<file path="src/rtl/blit_sched_pkg.sv">
// Package: types shared by the transfer job ring scheduler.
// Assumes nothing beyond IEEE 1800-2017.
package blit_sched_pkg;

    // Engine-side phase of the scheduler.
    typedef enum logic [1:0] {
        PH_IDLE  = 2'd0,
        PH_RUN   = 2'd1,
        PH_ABORT = 2'd2
    } phase_t;

endpackage

</file>
<file path="src/rtl/blit_ring_ptr.sv">
// Module: blit_ring_ptr
// A ring index that steps forward by one on adv and wraps from SLOTS-1 to 0.
// Assumes SLOTS >= 2.
module blit_ring_ptr #(
    parameter int SLOTS = 8,
    localparam int SW = (SLOTS > 1) ? $clog2(SLOTS) : 1
) (
    input  logic          clk,
    input  logic          rst_n,
    input  logic          adv,
    output logic [SW-1:0] idx
);
    localparam logic [SW-1:0] LAST = SW'(SLOTS - 1);

    // Step the index, wrapping at the last slot.
    always_ff @(posedge clk) begin
        if (!rst_n)
            idx <= '0;
        else if (adv)
            idx <= (idx == LAST) ? '0 : idx + 1'b1;
    end
endmodule

</file>
<file path="src/rtl/blit_handle_ctr.sv">
// Module: blit_handle_ctr
// Holds the issued and retired sequence handles and answers the pending
// query with a modular window compare that survives wraparound.
// Assumes WIN_LOG < HW.
module blit_handle_ctr #(
    parameter int HW      = 32,
    parameter int WIN_LOG = 23
) (
    input  logic          clk,
    input  logic          rst_n,
    input  logic          issue,
    input  logic          retire,
    output logic [HW-1:0] cur_h,
    output logic [HW-1:0] done_h,
    input  logic [HW-1:0] q_handle,
    output logic          q_pending
);
    localparam logic [HW-1:0] WIN = HW'(1) << WIN_LOG;

    logic [HW-1:0] since_done;
    logic [HW-1:0] since_issue;

    // Count handles handed out.
    always_ff @(posedge clk) begin
        if (!rst_n)
            cur_h <= '0;
        else if (issue)
            cur_h <= cur_h + 1'b1;
    end

    // Count handles completed.
    always_ff @(posedge clk) begin
        if (!rst_n)
            done_h <= '0;
        else if (retire)
            done_h <= done_h + 1'b1;
    end

    // Modular distance compare for the query port.
    always_comb begin
        since_done  = done_h - q_handle;
        since_issue = cur_h - q_handle;
        q_pending   = (since_done > WIN) && (since_issue <= WIN);
    end
endmodule

</file>
<file path="src/rtl/blit_timeout.sv">
// Module: blit_timeout
// Down-counter for the per-job cycle budget. arm reloads it; run counts
// down toward zero; expired is high at zero. Assumes TIMEOUT_CYC >= 2.
module blit_timeout #(
    parameter int TIMEOUT_CYC = 100000,
    localparam int TW = $clog2(TIMEOUT_CYC + 1)
) (
    input  logic clk,
    input  logic rst_n,
    input  logic arm,
    input  logic run,
    output logic expired
);
    localparam logic [TW-1:0] RELOAD = TW'(TIMEOUT_CYC - 1);

    logic [TW-1:0] cnt;

    // Reload on arm, otherwise count down while running.
    always_ff @(posedge clk) begin
        if (!rst_n)
            cnt <= RELOAD;
        else if (arm)
            cnt <= RELOAD;
        else if (run && cnt != '0)
            cnt <= cnt - 1'b1;
    end

    assign expired = (cnt == '0);
endmodule

</file>
<file path="src/rtl/blit_ring_sched.sv">
// Module: blit_ring_sched
// Per-engine job scheduler: a ring of SLOTS job slots with separate
// submit, engine and release indices, sequence handles, a timeout abort
// path and a pending-handle query. Assumes the engine holds eng_done until
// done_clear and drops eng_enable some time after an abort.
module blit_ring_sched #(
    parameter int SLOTS       = 8,
    parameter int HW          = 32,
    parameter int WIN_LOG     = 23,
    parameter int TIMEOUT_CYC = 100000,
    localparam int SW = (SLOTS > 1) ? $clog2(SLOTS) : 1,
    localparam int FW = $clog2(SLOTS + 1)
) (
    input  logic          clk,
    input  logic          rst_n,
    input  logic          sub_valid,
    output logic          sub_ready,
    output logic          sub_accept,
    output logic [HW-1:0] sub_handle,
    output logic [SW-1:0] sub_slot,
    output logic [FW-1:0] free_count,
    output logic          eng_start,
    output logic [SW-1:0] eng_slot,
    output logic          eng_abort,
    output logic          eng_off,
    output logic          done_clear,
    input  logic          eng_done,
    input  logic          eng_enable,
    output logic          fin_valid,
    output logic [HW-1:0] fin_handle,
    output logic          fin_aborted,
    input  logic          rel_req,
    output logic          rel_valid,
    output logic [SW-1:0] rel_slot,
    output logic          rel_aborted,
    input  logic [HW-1:0] q_handle,
    output logic          q_pending
);
    import blit_sched_pkg::*;

    phase_t        phase_q;
    logic          active;
    logic          aborting;
    logic          done_xfer;
    logic          expired;
    logic [FW-1:0] outst_q;
    logic [FW-1:0] fin_cnt_q;
    logic [HW-1:0] cur_h;
    logic [HW-1:0] done_h;
    logic [SW-1:0] head_idx;
    logic [SW-1:0] cur_idx;
    logic [SW-1:0] serv_idx;
    logic [SLOTS-1:0] abt_flag;

    // Decode the engine phase and the completion condition.
    always_comb begin
        active    = (phase_q != PH_IDLE);
        aborting  = (phase_q == PH_ABORT);
        done_xfer = (active && eng_done) || (aborting && !eng_enable);
    end

    // Submit side handshake.
    always_comb begin
        sub_ready  = (free_count != '0);
        sub_accept = sub_valid && sub_ready;
        sub_handle = cur_h + 1'b1;
        sub_slot   = head_idx;
    end

    // Engine side controls.
    always_comb begin
        eng_start  = !active && (outst_q != '0);
        eng_off    = !active && (outst_q == '0);
        eng_abort  = active && !done_xfer && expired;
        eng_slot   = cur_idx;
        done_clear = done_xfer;
    end

    // Completion and release reporting.
    always_comb begin
        fin_valid   = done_xfer;
        fin_handle  = done_h + 1'b1;
        fin_aborted = aborting;
        rel_valid   = rel_req && (fin_cnt_q != '0);
        rel_slot    = serv_idx;
        rel_aborted = abt_flag[serv_idx];
    end

    // Engine phase: finish wins, then abort, then start.
    always_ff @(posedge clk) begin
        if (!rst_n)
            phase_q <= PH_IDLE;
        else if (done_xfer)
            phase_q <= PH_IDLE;
        else if (eng_abort)
            phase_q <= PH_ABORT;
        else if (eng_start)
            phase_q <= PH_RUN;
    end

    // Jobs submitted but not yet started.
    always_ff @(posedge clk) begin
        if (!rst_n)
            outst_q <= '0;
        else
            outst_q <= outst_q + FW'(sub_accept) - FW'(eng_start);
    end

    // Slots not held by any job; only a release returns one.
    always_ff @(posedge clk) begin
        if (!rst_n)
            free_count <= FW'(SLOTS);
        else
            free_count <= free_count - FW'(sub_accept) + FW'(rel_valid);
    end

    // Finished slots waiting for release.
    always_ff @(posedge clk) begin
        if (!rst_n)
            fin_cnt_q <= '0;
        else
            fin_cnt_q <= fin_cnt_q + FW'(done_xfer) - FW'(rel_valid);
    end

    // Per-slot aborted flag written at completion.
    for (genvar s = 0; s < SLOTS; s++) begin : g_slot
        always_ff @(posedge clk) begin
            if (!rst_n)
                abt_flag[s] <= 1'b0;
            else if (done_xfer && cur_idx == SW'(s))
                abt_flag[s] <= aborting;
        end
    end

    blit_ring_ptr #(.SLOTS(SLOTS)) u_head (
        .clk(clk), .rst_n(rst_n), .adv(sub_accept), .idx(head_idx)
    );

    blit_ring_ptr #(.SLOTS(SLOTS)) u_cur (
        .clk(clk), .rst_n(rst_n), .adv(done_xfer), .idx(cur_idx)
    );

    blit_ring_ptr #(.SLOTS(SLOTS)) u_serv (
        .clk(clk), .rst_n(rst_n), .adv(rel_valid), .idx(serv_idx)
    );

    blit_handle_ctr #(.HW(HW), .WIN_LOG(WIN_LOG)) u_hnd (
        .clk(clk), .rst_n(rst_n), .issue(sub_accept), .retire(done_xfer),
        .cur_h(cur_h), .done_h(done_h), .q_handle(q_handle),
        .q_pending(q_pending)
    );

    blit_timeout #(.TIMEOUT_CYC(TIMEOUT_CYC)) u_tmo (
        .clk(clk), .rst_n(rst_n), .arm(eng_start || eng_abort),
        .run(active && !done_xfer), .expired(expired)
    );
endmodule

</file>
<file path="config.mk">
export PLATFORM = sky130hd
export DESIGN_NAME = blit_ring_sched
export DESIGN_NICKNAME = d
export VERILOG_FILES = /design/src/rtl/blit_sched_pkg.sv /design/src/rtl/blit_ring_ptr.sv /design/src/rtl/blit_handle_ctr.sv /design/src/rtl/blit_timeout.sv /design/src/rtl/blit_ring_sched.sv
export SDC_FILE = /design/constraint.sdc
export NUM_CORES = 1
export LEC_CHECK = 0
export ABC_AREA = 1
export BUFFER_PORTS_ARGS = -buffer_cell sky130_fd_sc_hd__buf_2
export CAP_MARGIN = 20
export CORE_MARGIN = 3
export CORE_UTILIZATION = 25
export CTS_CLUSTER_DIAMETER = 120
export DETAILED_ROUTE_END_ITERATION = 12
export PLACE_DENSITY = 0.37
export SYNTH_ARGS = -nofsm -noshare
export SYNTH_HDL_FRONTEND = slang
export SYNTH_HIERARCHICAL = 1
export SYNTH_SLANG_ARGS = --single-unit
</file>
<file path="constraint.sdc">
create_clock -name clk -period 3.3 [get_ports clk]
set_input_delay 0.33 -clock clk [delete_from_list [all_inputs] [get_ports clk]]
set_output_delay 0.33 -clock clk [all_outputs]
set_load 0.02 [all_outputs]
</file>
; Yosys cells after proc, flatten, opt, wreduce, memory -nomap -nowiden
; Index checks and enable logic that the tools add are counted.
[classes]
addsub = 14
n_div = 0
mul = 0
shift = 0
magnitude_cmp = 3
bitwise_logic = 1
n_reduce_logical = 35
n_eq_ne = 10
mux = 7
[ops]
columns = cell, n
row1 = adder 32 x 1 -> 32 bit (second input constant), 2
row2 = subtractor 32 bit, 2
row3 = > comparator 32 x 24 -> 1 bit (second input constant), 1
row4 = less-or-equal comparator 32 x 24 -> 1 bit (second input constant), 1
row5 = == test 3 bit (second input constant), 6
row6 = logical AND 1 bit, 18
row7 = zero test 17 bit, 1
row8 = nonzero test 17 bit, 1
row9 = subtractor 17 x 1 -> 17 bit (second input constant), 1
row10 = adder 4 x 1 -> 4 bit, 3
row11 = nonzero test 4 bit, 3
row12 = subtractor 4 x 1 -> 4 bit, 3
row13 = adder 3 x 1 -> 3 bit (second input constant), 3
row14 = 2-to-1 mux 3 bit, 3
row15 = == test 3 x 2 -> 1 bit (second input constant), 2
row16 = zero test 4 bit, 1
row17 = less-than comparator 3 x 4 -> 1 bit (second input constant), 1
row18 = 2-to-1 mux 2 bit, 2
row19 = nonzero test 2 bit, 2
row20 = OR reduction 2 bit, 2
row21 = binary-select mux 1 bit (select 3 bit), 1
row22 = == test 3 x 1 -> 1 bit (second input constant), 1
row23 = zero test 1 bit, 3
row24 = zero test 3 bit, 1
row25 = 5 further kinds, 6
[word_totals]
latchBits = 0
elab_cells = 89
memories = 0
romBits = 0
ramBits = 0
inputBits = 38
ff_bits = 112

; Longest topological paths before layout
; Gate-level depths: netlist (run 1).
[depth]
depth_word = 8
mapped_depth = 20
depth_no_buf = 20

; Modules after synthesis
; Netlist (run 1), hierarchy kept.
[modules_own_cells]
columns = mod, instances, area_per_inst_um2, cells_each
row1 = blit_handle_ctr, 1, 8180.3, 1543
row2 = blit_ring_sched, 1, 3098.0, 559
row3 = blit_timeout, 1, 1039.7, 158
row4 = blit_ring_ptr, 3, 138.9, 18

; Worst setup path before layout (run 1)
; OpenSTA, ideal clock, no wires.
[synth_timing]
path_kind = register to register
startpoint = reg free_count[2]
endpoint = reg u_hnd.cur_h[25]
path_buffers = 1
setup_slack_ns = 0.519
period_less_slack_ns = 2.781
arrival_time_ns = 2.651
required_ns = 3.169
stages_incl_launch_ff = 20
path_cell_list = dfxtp_1 inv_1 ha_1 nand2_1 nand2_1 inv_1 buf_4 inv_4 nor2_4 nand2_2 nor2_4 nand2_2 nor2_2 nand2_1 nor2_2 nand3_2 nor2_4 inv_2 nor3_1 nor3b_2
[synth_via]
elab_chain_len = 2
[synth_lines]
columns = item, line_no
row1 = from (decl), blit_ring_sched.sv:21  ; output logic [FW-1:0] free_count,
row2 = from (signal assigned), blit_ring_sched.sv:112  ; free_count <= FW'(SLOTS);
row3 = from (signal assigned), blit_ring_sched.sv:114  ; free_count <= free_count - FW'(sub_accept) + FW'(rel_valid);
row4 = nonzero test 4 bit, blit_ring_sched.sv:64  ; sub_ready = (free_count != '0);
row5 = net sub_ready, blit_ring_sched.sv:17  ; output logic sub_ready,
row6 = logical AND 1 bit, blit_ring_sched.sv:65  ; sub_accept = sub_valid && sub_ready;
row7 = net sub_accept, blit_ring_sched.sv:18  ; output logic sub_accept,
row8 = to (signal assigned), blit_handle_ctr.sv:28  ; cur_h <= cur_h + 1'b1;
row9 = to (decl), blit_handle_ctr.sv:13  ; output logic [HW-1:0] cur_h,
; The timed path passes the listed nets, and every way through them passes these cells.
; A chain may end at the register's enable or synchronous reset.

; Final worst setup path (run 1)
[layout_timing]
startpoint = reg u_hnd.done_h[5]
endpoint = out q_pending
[layout_via]
elab_chain_len = 3
[layout_lines]
columns = item, line_no
row1 = from (decl), blit_handle_ctr.sv:14  ; output logic [HW-1:0] done_h,
row2 = from (signal assigned), blit_handle_ctr.sv:36  ; done_h <= done_h + 1'b1;
row3 = subtractor 32 bit, blit_handle_ctr.sv:41  ; since_done = done_h - q_handle;
row4 = > comparator 32 x 24 -> 1 bit, blit_handle_ctr.sv:43  ; q_pending = (since_done > WIN) && (since_issue <= WIN);
row5 = logical AND 1 bit, blit_handle_ctr.sv:43
row6 = to (decl), blit_ring_sched.sv:37  ; output logic q_pending
; Every way passes these cells.

==> metrics.cfg, run 1 <==
[timing]
finalSetupViolations = 0
fin_crit_sh = 0.9409
setup-tns-final_ns = 0
relSlewSlack = 0.5358
hold_ws_ns = 0.4005
fmax_mhz = 322.1
clock_skew_ns = 0.01122
period_minus_slack_ns = 3.105
finalHoldViolations = 0
fin_ws_ns = 0.1949
worstMarginPinSlew_ns = 0.6899
drv_slew = 0

[worst_setup_path]
max_stage_delay_ns = 0.35
cp_max_fo = 4
cp_slowest_cell = ha_1
reg2reg_slack_ns = 0.60
crit_type = flop to output port
crit_path_start_kind = flop
path_depth = 18
reg2reg_depth = 18
critPathTopFamily = simple AND/OR/NAND/NOR gates
cp.required_ns = 2.97
cp.arrival_ns = 2.78
cp_common_cell = nand2_1
crit_buf_inv = 4
crit_path_end_kind = output port
path_cells = ha_1 -> nand2_1 -> inv_1 -> nand2_1 -> nand2_1 -> nand2_1 -> nand3_1 -> buf_4 -> xor2_1 -> inv_1 -> nand2_1 -> nor2_1 -> nand2_1 -> nor2_2 -> nand3_1 -> nand2_2 -> nor2_1 -> buf_4

[die]
fp.dieW_um = 231.7
core-area_um2 = 50270
pin_count = 126
chipHeight_um = 231.7
dieArea_um2 = 53680
num_rows = 82
initial_core_util = 0.2533

[synth]
synth-seq-area-share = 0.1761
syn_inst = 2314
ys_seq_elements = 112
yosysUniqueCellTypes = 46
async_reset_ff_frac = 0
syn_nets = 2442
yosysWarnings = 6
mappedNetlistArea_um2 = 12730
synth_area_per_cell_um2 = 5.503
synth-edff-count = 0
synth_ff_type = dfxtp_1

[power]
peakVddDrop_mv = 0.3284
cellPowerDensity_nw_per_um2 = 300.6
p_leak_nw = 7.723

[routing]
avgViaCountPerCell = 4.535
vias = 14452
firstDrtPassIters = 5
drtIter0Drc = 821
wl_um = 52360
avgRoutedWirePerCell_um = 16.43
drc_errors = 0
ant_nets = 0

[global_route]
grt_overflow_total = 0
antenna_found_initial = 1
grt_max_degree = 56
grt_usage = 0.1924
grt_pass1_vias = 13653
grt_first_pass_wirelength_um = 80180

[placement]
placed_cell_area_um2 = 14650
io_buffers = 125
pre_cts_ws_ns = 0.1418
dp_hpwl_um = 44200
gp_congestion = 0.8695

[run]
maxCapViolCount = 0

[final_layout]
fin_area_um2 = 15460
nFillCells = 5806
finalNetCount = 2640
final_common_cell = nand2_1
antenna_cells = 0
drive_above_1_share = 0.1555
synthToLayoutAreaGrowth_pct = 21.43
final_cell_mix = nand2_1, inv_1, nor2_1

[clocking]
clock-sinks = 112
cts_max_level = 3
path_clk_slew_ns = 0.07
cts_tree = yes
clockBufferDepth = 2
hold_buffers = 0
root_buffer = clkbuf_16
insertion_delay_ns = 0.37
cts_buffers = 9

[status]
outcome = finished clean

[hold_path]
hold_class = input port to flop
min_path_cells = 4

## timing repair
item / in CTS / in global routing
gates resized for setup: 13 / 129
pin swaps: 0 / 7
cloned: 0 / 0
endpoints found under the setup margin: 1 / 1
setup buffers: 0 / 2
## cell usage after synthesis (7+ instances only)
cell type | n | area share
nor2_2 | 16 | 0.0079
xor2_1 | 40 | 0.028
o21ai_0 | 47 | 0.018
nand2_1 | 817 | 0.24
o21ai_1 | 7 | 0.0028
a21oi_1 | 102 | 0.040
ha_1 | 86 | 0.084
nand3_1 | 124 | 0.049
nor3_1 | 48 | 0.019
xnor2_1 | 31 | 0.021
nor2_1 | 323 | 0.095
nand3_2 | 8 | 0.0063
nand4_1 | 29 | 0.014
nor4_1 | 12 | 0.0059
inv_1 | 397 | 0.12
nor2_4 | 13 | 0.011
dfxtp_1 | 112 | 0.18
nand3b_1 | 34 | 0.020
## sequential cells by signal, indices dropped and copies added (netlist names)
register and cells:
outst_q 4, phase_q 2, u_cur/idx 3, free_count 4
u_hnd/cur_h 32, abt_flag 8, u_hnd/done_h 32, fin_cnt_q 4
u_serv/idx 3, u_tmo/cnt 17, u_head/idx 3
## cell type report
type / count / area, um2 / share of cell area
Clock buffer: 10 / 229.0 / 0.01481
Clock inverter: 4 / 95.09 / 0.006149
Inverter: 405 / 1523 / 0.09847
Multi-Input combinational cell: 1785 / 9318 / 0.6026
Sequential cell: 112 / 2275 / 0.1471
Tap cell: 672 / 840.8 / 0.05437
Timing Repair Buffer: 199 / 1184 / 0.07654
## layer usage
| metal | wire length (um) | GRT usage | share of wire |
|---|---|---|---|
| met4 | 940 | 0.04376 | 0.018 |
| met5 | 0 | 0 | 0 |
| met2 | 23780 | 0.3223 | 0.45 |
| met3 | 1749 | 0.01901 | 0.033 |
| met1 | 25890 | 0.2661 | 0.49 |
## stage by stage
stage               utilization  power (mW)  std cells
floorplan                     -       2.837       2314
detailed placement       0.2914       3.372       3171
global route             0.3076       5.050       3187
CTS                      0.2984       4.712       3185
finish                   0.3076       4.649       3187
global placement         0.2914       3.358       3171
## worst min-delay path: cells and delay by family
kind | cells | cell delay [ns]
buffers and inverters | 1 | 0.11
AOI/OAI and AO/OA | 1 | 0.08
and+or+nand+nor | 2 | 0.21
## cells by family after synthesis
kind of cell / share of synthesized area
buf+inv: 0.1268
simple gates: 0.4874
flops: 0.1761
xor+xnor: 0.04883
fa+ha+maj: 0.09078
compound gates: 0.07005
## power breakdown
| part | internal (mW) | switching, mW |
|---|---|---|
| combinational | 0.615 | 1.15 |
| sequential | 1.48 | 0.116 |
| clock | 0.735 | 0.546 |
| total | 2.83 | 1.82 |
## final timing paths
| kind | start | end |
|---|---|---|
| min reg2reg | u_tmo/cnt[16] | u_tmo/cnt[16] |
| max | u_hnd/done_h[5] | q_pending |
| max reg2reg | free_count[2] | u_hnd/cur_h[25] |
| min | sub_valid | outst_q[3] |
(Power assumes the default switching activity.)
==> run 2: changes to the inputs <==
PLACE_DENSITY = 0.5   (was 0.37)
==> run 2 against run 1 <==
Design area is 1.1% lower. Die area stayed put. Sequential power hardly changed. Count of clock-buffer cells in the layout is 1 lower. First-iteration DRC count is 19% higher. Setup slack worse by 0.032 ns. Final cell count is 0.16% lower. Sequential cell count stayed put. Power is 3.2% lower. Core utilization is 0.35 points lower. Non-clock buffer count is 7 lower. Sequential share of layout area is 0.11 points higher. Critical path type unchanged. Critical endpoint unchanged. Largest power group unchanged.
==> metrics.cfg, run 2 (synthesis gave the netlist of run 1 again) <==
[power]
peakVddDrop_mv = 0.3420
combPwrFrac = 0.390
p_clk_frac = 0.255
p_sw_mw = 1.864
p_int_mw = 2.635
cellPowerDensity_nw_per_um2 = 294.4
p_leak_nw = 7.660
sw_frac_of_total = 0.4143
p_seq_frac = 0.355

[die]
dieArea_um2 = 53680
fp.dieW_um = 231.7
core-area_um2 = 50270
num_rows = 82
chipHeight_um = 231.7
pin_count = 126
initial_core_util = 0.2533

[final_layout]
drive_above_1_share = 0.1438
synthToLayoutAreaGrowth_pct = 20.03
stdcell_count = 3182
finalNetCount = 2633
final_cell_mix = nand2_1, inv_1, nor2_1
final_common_cell = nand2_1
largestRegisters = u_hnd/cur_h (32), u_hnd/done_h (32), u_tmo/cnt (17)
antenna_cells = 0
fin_util = 0.3041

[clocking]
cts_tree = yes
clockBufferDepth = 2
cts_buffers = 9
path_clk_slew_ns = 0.08
cts_max_level = 3
clock-sinks = 112
root_buffer = clkbuf_16
insertion_delay_ns = 0.38

[global_route]
grt_usage = 0.1767
grt_max_degree = 46
grt_overflow_total = 0
grt_first_pass_wirelength_um = 75220
antenna_found_initial = 0
grt_pass1_vias = 13759

[placement]
dp_cells = 3162
io_buffers = 125
dp_hpwl_um = 40890
gp_congestion = 0.9583

[timing]
period_minus_slack_ns = 3.137
relSlewSlack = 0.5336
fmax_mhz = 318.8
worstMarginPinSlew_ns = 0.6964
clock_skew_ns = 0.02120
finalSetupViolations = 0
fin_crit_sh = 0.9507
drv_slew = 0
finalHoldViolations = 0

[worst_setup_path]
crit_path_end_kind = output port
crit_path_start_kind = flop
cp.arrival_ns = 2.81
cp.required_ns = 2.97
reg2reg_slack_ns = 0.60
crit_type = flop to output port
cp_max_fo = 4

[hold_path]
hold_class = input port to flop

[run]
maxCapViolCount = 0

[routing]
drc_errors = 0
vias = 14736
highest_layer = met4
avgRoutedWirePerCell_um = 15.33
firstDrtPassIters = 6
avgViaCountPerCell = 4.631
ant_nets = 0
wl_met1_um = 22580
dr_wl_met2_um = 22460
drtIter0Drc = 979
routed-wl-met3_um = 2665
wl_um = 48780

[status]
outcome = finished clean

run 2: worst max-delay path: stages (launching register included):
cell and delay, ns:
dfxtp_1 0.37, inv_1 0.06, ha_1 0.18, inv_1 0.09
nand2_1 0.07, nand2_1 0.15, nand2_1 0.09, nand2_2 0.15
xnor2_1 0.14, nand2_1 0.08, nor2_2 0.17, nand2_1 0.07
nor2_1 0.14, nand2_1 0.10, nor2_1 0.11, nand2_1 0.06
nand2_1 0.06, nand2_1 0.08, nor2_2 0.13, buf_4 0.15
run 2: final cells by class:
type                            count  area (um2)
Fill cell                        5817       34990
Multi-Input combinational cell   1785        9223
Sequential cell                   112        2265
Inverter                          405        1523
Timing Repair Buffer              192        1131
Tap cell                          672       840.8
Clock buffer                        9       225.2
Clock inverter                      7       78.83
run 2: per-layer routing:
layer  global-route usage  vias to the layer above
li1                     -                     7571
met1               0.2370                     6681
met2               0.3023                      419
met3              0.01742                       65
met4              0.04628                        0
met5                    0                        -
run 2: per-stage QoR:
stage / hold slack, ns / total power [mW] / TNS, ns / area (um2) / setup WS [ns]
floorplan: 0.4188 / 2.837 / 0 / 12730 / 0.5186
global placement: 0.4327 / 3.301 / 0 / 14580 / 0.08241
detailed placement: 0.4362 / 3.360 / 0 / 14580 / 0.1628
CTS: 0.3373 / 4.537 / 0 / 14930 / 0.005688
global route: 0.3626 / 4.865 / -0.001517 / 15290 / -0.001517
finish: 0.3377 / 4.500 / 0 / 15290 / 0.1628
run 2: path summary, 6_finish.rpt:
kind                                startpoint               to  cells past startpoint
worst min-delay path                     rst_n    free_count[1]                      3
worst min register to register   u_tmo/cnt[16]    u_tmo/cnt[16]                      2
worst max-delay path            u_hnd/cur_h[0]        q_pending                     19
worst max register to register   free_count[2]  u_hnd/cur_h[25]                     18
run 2: timing repair:
item	in CTS	in global routing
gates cloned	0	0
setup endpoints to repair	1	1
hold buffers	0	0
setup buffers	0	4
gates resized for setup	12	88
pin swaps	0	5
run 2: power groups by stage:
| stage | logic [mW] | clock network [mW] | registers [mW] |
|---|---|---|---|
| after CTS | 1.74 | 1.20 | 1.60 |
| after global routing | 2.01 | 1.24 | 1.62 |
| after detailed placement | 1.73 | 0 | 1.63 |
| final | 1.76 | 1.15 | 1.60 |
| after floorplan | 1.17 | 0 | 1.67 |
| after global placement | 1.68 | 0 | 1.62 |
